`src/rtl/thre_pkg.sv`:
```
package thre_pkg;

   // Bit times counted before the empty request: start + data + optional parity.
   function automatic int unsigned char_bits(input int unsigned data_min,
                                             input int unsigned sel,
                                             input bit          par);
      return 1 + data_min + sel + (par ? 1 : 0);
   endfunction

endpackage

```
`src/rtl/thre_occ_track.sv`:
```
module thre_occ_track #(
   parameter int unsigned DEPTH = 16,
   parameter int unsigned LVL_W = 5
) (
   input  logic             clk,
   input  logic             rst_n,
   input  logic             fifo_empty,
   input  logic [LVL_W-1:0] fifo_level,
   output logic             empty_rise,
   output logic             seen_two
);

   logic empty_q;

   // Reset to 0 so that the empty FIFO after reset counts as an empty event.
   always_ff @(posedge clk) begin
      if (!rst_n) empty_q <= 1'b0;
      else        empty_q <= fifo_empty;
   end

   assign empty_rise = fifo_empty & ~empty_q;

   generate
      if (DEPTH >= 2) begin : g_track
         logic seen_q;
         always_ff @(posedge clk) begin
            if (!rst_n) seen_q <= 1'b0;
            else        seen_q <= (fifo_level >= LVL_W'(2)) | (seen_q & ~empty_rise);
         end
         assign seen_two = seen_q;

         p_seen_sticky_r11: assert property (@(posedge clk) disable iff (!rst_n)
            (fifo_level >= LVL_W'(2)) |=> seen_two);
         p_seen_held_r11: assert property (@(posedge clk) disable iff (!rst_n)
            (seen_two && !empty_rise) |=> seen_two);
      end else begin : g_single
         // A one-entry FIFO can never hold two characters.
         assign seen_two = 1'b0;
      end
   endgenerate

endmodule

```
`src/rtl/thre_char_timer.sv`:
```
module thre_char_timer #(
   parameter int unsigned CNT_W = 4
) (
   input  logic             clk,
   input  logic             rst_n,
   input  logic             start,
   input  logic [CNT_W-1:0] load_val,
   input  logic             cancel,
   input  logic             tick,
   output logic             expire,
   output logic             running
);

   logic [CNT_W-1:0] cnt_q;
   logic             run_q;
   logic             last_tick;

   assign last_tick = run_q & ~start & ~cancel & tick & (cnt_q == CNT_W'(1));

   always_ff @(posedge clk) begin
      if (!rst_n) begin
         run_q <= 1'b0;
         cnt_q <= '0;
      end else if (start) begin
         run_q <= 1'b1;
         cnt_q <= load_val;
      end else if (run_q) begin
         if (cancel || last_tick) run_q <= 1'b0;
         else if (tick)           cnt_q <= cnt_q - CNT_W'(1);
      end
   end

   assign expire  = last_tick;
   assign running = run_q;

   p_count_hold_r5: assert property (@(posedge clk) disable iff (!rst_n)
      (run_q && !start && !tick && !cancel) |=> ($stable(cnt_q) && run_q));
   p_cancel_stops_r9: assert property (@(posedge clk) disable iff (!rst_n)
      (run_q && cancel && !start) |=> !run_q);

endmodule

```
`src/rtl/uart_txe_irq.sv`:
```
module uart_txe_irq #(
   parameter int unsigned FIFO_DEPTH = 16,
   parameter int unsigned DATA_MIN   = 5,
   parameter int unsigned SEL_W      = 2,
   parameter int unsigned LVL_W      = $clog2(FIFO_DEPTH + 1)
) (
   input  logic             clk,
   input  logic             rst_n,
   input  logic             fifo_empty,
   input  logic [LVL_W-1:0] fifo_level,
   input  logic             thr_wr,
   input  logic             iir_rd,
   input  logic             thre_top,
   input  logic             baud_tick,
   input  logic [SEL_W-1:0] word_sel,
   input  logic             parity_en,
   output logic             thre_pend
);

   import thre_pkg::*;

   localparam int unsigned MAX_BITS = char_bits(DATA_MIN, (2 ** SEL_W) - 1, 1'b1);
   localparam int unsigned CNT_W    = $clog2(MAX_BITS + 1);

   generate
      if (FIFO_DEPTH < 1) begin : g_bad_depth
         $error("FIFO_DEPTH must be at least 1");
      end
      if (DATA_MIN < 1) begin : g_bad_min
         $error("DATA_MIN must be at least 1");
      end
      if (SEL_W < 1) begin : g_bad_sel
         $error("SEL_W must be at least 1");
      end
      if (LVL_W < $clog2(FIFO_DEPTH + 1)) begin : g_bad_lvl
         $error("LVL_W too narrow for FIFO_DEPTH");
      end
   endgenerate

   logic             empty_rise;
   logic             seen_two;
   logic             t_start;
   logic             t_cancel;
   logic             t_expire;
   logic             t_running;
   logic             clr;
   logic             set_now;
   logic [CNT_W-1:0] load_val;
   logic             pend_q;

   thre_occ_track #(
      .DEPTH (FIFO_DEPTH),
      .LVL_W (LVL_W)
   ) i_occ (
      .clk        (clk),
      .rst_n      (rst_n),
      .fifo_empty (fifo_empty),
      .fifo_level (fifo_level),
      .empty_rise (empty_rise),
      .seen_two   (seen_two)
   );

   assign load_val = CNT_W'(char_bits(DATA_MIN, int'(word_sel), parity_en));
   assign t_start  = empty_rise & ~seen_two;
   assign t_cancel = thr_wr | ~fifo_empty;

   thre_char_timer #(
      .CNT_W (CNT_W)
   ) i_timer (
      .clk      (clk),
      .rst_n    (rst_n),
      .start    (t_start),
      .load_val (load_val),
      .cancel   (t_cancel),
      .tick     (baud_tick),
      .expire   (t_expire),
      .running  (t_running)
   );

   assign clr     = thr_wr | (iir_rd & thre_top) | ~fifo_empty;
   assign set_now = (empty_rise & seen_two) | t_expire;

   always_ff @(posedge clk) begin
      if (!rst_n)       pend_q <= 1'b0;
      else if (clr)     pend_q <= 1'b0;
      else if (set_now) pend_q <= 1'b1;
   end

   assign thre_pend = pend_q;

   p_only_empty_r2: assert property (@(posedge clk) disable iff (!rst_n)
      !fifo_empty |=> !thre_pend);
   p_prompt_fire_r3: assert property (@(posedge clk) disable iff (!rst_n)
      (empty_rise && seen_two && !clr) |=> thre_pend);
   p_held_back_r4: assert property (@(posedge clk) disable iff (!rst_n)
      (empty_rise && !seen_two) |=> !thre_pend);
   p_quiet_delay_r4: assert property (@(posedge clk) disable iff (!rst_n)
      t_running |-> !thre_pend);
   p_write_clears_r6: assert property (@(posedge clk) disable iff (!rst_n)
      thr_wr |=> !thre_pend);
   p_iir_clears_r7: assert property (@(posedge clk) disable iff (!rst_n)
      (iir_rd && thre_top) |=> !thre_pend);
   p_iir_ignored_r8: assert property (@(posedge clk) disable iff (!rst_n)
      (thre_pend && iir_rd && !thre_top && !thr_wr && fifo_empty) |=> thre_pend);

endmodule

```
`config.mk`:
```
export PLATFORM = sky130hd
export DESIGN_NAME = uart_txe_irq
export DESIGN_NICKNAME = d
export VERILOG_FILES = /design/src/rtl/thre_pkg.sv /design/src/rtl/thre_occ_track.sv /design/src/rtl/thre_char_timer.sv /design/src/rtl/uart_txe_irq.sv
export SDC_FILE = /design/constraint.sdc
export NUM_CORES = 1
export LEC_CHECK = 0
export ABC_AREA = 1
export BUFFER_PORTS_ARGS = -buffer_cell sky130_fd_sc_hd__buf_2
export CAP_MARGIN = 20
export CELL_PAD_IN_SITES_DETAIL_PLACEMENT = 0
export CELL_PAD_IN_SITES_GLOBAL_PLACEMENT = 2
export CORE_AREA = 10 10 55 57
export CTS_BUF_LIST = sky130_fd_sc_hd__clkbuf_4
export CTS_CLUSTER_DIAMETER = 30
export DETAILED_ROUTE_END_ITERATION = 8
export DIE_AREA = 0 0 65 67
export PLACE_DENSITY = 0.81
export SYNTH_ARGS = -nofsm -noshare
export SYNTH_HDL_FRONTEND = slang
export SYNTH_SLANG_ARGS = --single-unit
```
`constraint.sdc`:
```
create_clock -name clk -period 1.6 [get_ports clk]
set_input_delay 0.08 -clock clk [delete_from_list [all_inputs] [get_ports clk]]
set_output_delay 0.08 -clock clk [all_outputs]
set_load 0.02 [all_outputs]
```
# Word-level counts from Yosys, hierarchy flattened
# Cells that the tools add are included.
# classes
addsub	3
mux	8
eq_ne	2
n_bitwise	21
n_reduce_logical	5
n_lt_le_gt_ge	1
# ops
operator	count
4-bit 2-to-1 mux	4
1-bit AND	9
1-bit inverter	7
5-bit by 2-bit >= comparator with 1-bit output (second input constant)	1
1-bit OR	5
3-bit by 2-bit adder with 4-bit output (first input constant)	1
4-bit by 1-bit adder with 4-bit output	1
4-bit by 1-bit == test with 1-bit output (second input constant)	1
1-bit 2-to-1 mux	4
2-bit nonzero test	2
4-bit by 1-bit subtractor with 4-bit output (second input constant)	1
3-bit AND reduction	1
2-bit by 1-bit != test with 1-bit output (second input constant)	1
2-bit OR reduction	1
1-bit logical OR	1
# totals
output_inout_bits	1
reg_bits	8
in_bits	15
elab_cells	45

# Logic depth before layout (Yosys ltp)
# depth
word_depth	12
depth_mapped	10

# Modules after synthesis
# From an unflattened synthesis, not the netlist that was laid out.
# hier_totals
hier_cells	90
area_unflattened_um2	560.5
# modules_own_cells
module	cells_per_inst	area_per_inst_um2	seq_area_each_um2	n_inst
thre_char_timer	57	362.8	100.1	1
uart_txe_irq	18	103.8	20.0	1
thre_occ_track	15	93.8	40.0	1

# Worst setup path before layout
# Ideal clock, no wire load.
# synth_path
path_kind	reg2reg
start	reg i_timer.cnt_q[1]
end	reg i_timer.cnt_q[1]
path_buffers	0
path_slack_ns	0.396
arrival_ns	1.088
required_ns	1.484
stages_incl_launch_ff	11
cell_sequence	dfxtp_1 > inv_1 > ha_1 > nand2_1 > inv_1 > nand2_1 > nand3_2 > nand2_1 > inv_1 > nor2_1 > nor2_1
# synth_via
elab_chain_len	5
word_cells_on_any_way	10
classes_between	add/sub (1); eq/ne (2); mux (4); bitwise (1); reduce/logical (2)
# synth_lines
element	line_no	source
start, declared	thre_char_timer.sv:14	logic [CNT_W-1:0] cnt_q;
start signal, assigned	thre_char_timer.sv:26	cnt_q <= load_val;
start signal, assigned	thre_char_timer.sv:29	else if (tick) cnt_q <= cnt_q - CNT_W'(1);
4-bit by 1-bit subtractor with 4-bit output / 4-bit by 1-bit == test with 1-bit output (equally long branches)	thre_char_timer.sv:29, thre_char_timer.sv:18	
4-bit 2-to-1 mux / 1-bit AND (equally long branches)	thre_char_timer.sv:29, thre_char_timer.sv:18	
4-bit 2-to-1 mux / 1-bit logical OR (equally long branches)	thre_char_timer.sv:28	if (cancel || last_tick) run_q <= 1'b0;
4-bit 2-to-1 mux / 2-bit by 1-bit != test with 1-bit output (equally long branches)	--	
4-bit 2-to-1 mux / 3-bit AND reduction (equally long branches)	--	
# Parallel ways exist; a longest one is shown, timed or not. The select of a mux whose other input is x is not followed.
# A chain may end at the register's enable or synchronous reset.

# Final worst setup path
# layout_path
start	reg i_timer.cnt_q[1]
end	reg i_timer.cnt_q[2]
# Same word-level chain as after synthesis.

==> impl_metrics.ini <==
[run_status]
status = completed

[clocking]
cts.hold.buffers_added = 0
cts_buffers = 3
cts_setup_buffers = 0
htree_levels = 1
cts_resized = 0
cts_root_buf = clkbuf_4
cts.reportedPaths.clkPinSlew_ns = 0.06
insertion_delay_ns = 0.26
cts_tree = yes
clk_path_buf_depth = 2
cts_sinks = 8

[grt]
grtUsageTotal_pct = 6.12
first_global_vias = 504
grt_max_degree = 10
grt_overflow = 0
antenna_found_initial = 0
grt_pass1_wl_um = 2080

[logic_synthesis]
synth_fp_nets = 89
yosysSeqAreaShare_pct = 32.8
ys_types = 19
netlist_area_um2 = 488
syn-instance-count = 70
syn_area_per_cell_um2 = 6.97
ys_ff_latch = 8
synth_warnings = 0

[routing]
wire_per_inst_um = 9.71
routed_wl_um = 1110
antenna_left = 0
first_pass_iters = 3
drc = 0
drt-initial-drc-count = 4
num_vias = 470
vias_per_cell = 4.12

[setup_path]
startpoint_type = flop
critPathLaunch = i_timer.cnt_q[1]
crit_fanout = 4
max_stage_delay_ns = 0.35
cp-endpoint = i_timer.cnt_q[2]
r2r_end = i_timer.cnt_q[2]
worstRegToRegCells = 10
crit_type = reg -> reg
cp.required_ns = 1.76
r2r_slack_ns = 0.23
critical_path.cell_chain = inv_1 -> ha_1 -> nand2_1 -> inv_1 -> nand2_1 -> nand3_2 -> nand2_1 -> inv_1 -> nor2_1 -> nor2_1
crit_slowest_cell = dfxtp_1
critPathArrivalTime_ns = 1.52
setup.worst_path.end_class = flop
r2r_start = i_timer.cnt_q[1]

[sta]
rsz0062_at_grt = no
whs_ns = 0.0644
final_hold_viol_count = 0
worst_pin_slew_ns = 0.256
finalSetupTns_ns = 0
max_freq_mhz = 732
setup_viol = 0
maxSlewHeadroom_pct = 82.8
period_share_pct = 85.4
drv_slew = 0
fin_worst_skew_ns = 0.00906
fin_crit_ns = 1.37

[die]
coreArea_um2 = 1940
die_h_um = 67
die_area_um2 = 4360
ios = 16
die_w_um = 65
fp-row-count = 16
start_util_pct = 25.1

[cells_and_area]
multiInputGateArea_um2 = 275
final_cell_mix = buf_2, inv_1, nand2_1, dfxtp_1, nor2_1
fillerInstances = 232
fin_cells = 114
seq_area_um2 = 160
drive_above_1_share_pct = 25.3
fin_area_um2 = 614
insertedDiodeCount = 0
final_common_cell = buf_2
area_growth_pct = 25.9
fin_nets = 108

[pwr]
ir_drop_mv = 0.397
leakage_uw = 0.000308
cellPowerDensity_nw_per_um2 = 771

[min_path]
worstHoldPathType = in -> reg

[placement]
place_hpwl_um = 920
io_buffers = 14
postPlaceCellArea_um2 = 592
place.gp.congestion = 0.647
dp.cells = 111

[flow_run]
cap_violations = 0
## worst max-delay path, delay by kind of cell, from the launching register on
family                     cells  cell delay, ns
adders and majority gates      1            0.18
buffers and inverters          3            0.18
DFF                            1            0.35
and+or+nand+nor                6            0.55
## registers in the layout (all words and copies together), names as in the netlist
signal and count:
i_timer.running 1, i_occ.seen_two 1, i_timer.cnt_q 4, thre_pend 1, i_occ.empty_q 1
## cell families after synthesis
kind of cell | Yosys count | synth area share (%)
flops | 8 | 32.8
xor+xnor | 1 | 1.80
buf+inv | 14 | 10.8
compound gates | 11 | 11.5
simple gates | 32 | 32.8
fa+ha+maj | 4 | 10.3
## cells in the mapped netlist
library cell  instances  area [um^2]
a21oi_1               4         20.0
a31oi_1               1         6.26
dfxtp_1               8          160
ha_1                  4         50.1
inv_1                13         48.8
inv_2                 1         3.75
nand2_1              13         48.8
nand2_4               1         11.3
nand3_1               5         25.0
nand3_2               1         10.0
nand4_1               2         12.5
nor2_1                6         22.5
nor2_2                1         6.26
nor2_4                1         11.3
nor4_1                1         6.26
o21ai_0               5         25.0
o21ai_1               1         5.00
or2_0                 1         6.26
xnor2_1               1         8.76
## report_power, final
| group | total, uW | internal (uW) | switching, uW |
|---|---|---|---|
| Combinational | 94.0 | 42.4 | 51.5 |
| Clock | 158 | 86.0 | 71.5 |
| Sequential | 222 | 212 | 10.1 |
## worst min-delay path by stage
stage	from	to	cells after the start
4_1_cts	fifo_empty	i_occ.empty_q	3
5_1_grt	fifo_empty	i_occ.empty_q	3
3_5_place_dp	fifo_empty	i_occ.empty_q	3
6_report	fifo_empty	i_occ.empty_q	3
3_3_place_gp	fifo_empty	i_occ.empty_q	3
2_1_floorplan	fifo_empty	i_occ.empty_q	2
## per-stage QoR
step	power (uW)	setup WS (ns)	util, %
final	474	0.233	31.6
after global routing	517	0.0648	31.6
after CTS	483	0.237	31.6
after detailed placement	321	0.250	30.5
after global placement	321	0.247	30.5
after floorplan	289	0.396	-
## final cells by class
type                            instances  share of cell area, %
Clock buffer                            3                   3.67
Inverter                               14                   8.55
Multi-Input combinational cell         48                   44.8
Sequential cell                         8                   26.1
Tap cell                               27                   5.50
Timing Repair Buffer                   14                   11.4
## metal layers
metal,GRT usage [%],part of all wire (%),vias to the layer above
li1,-,-,260
met1,5.95,43,194
met2,9.73,45,14
met3,4.68,11,2
met4,2.41,1.3,0
met5,0,0,-
Power figures use the tool's default switching activity.
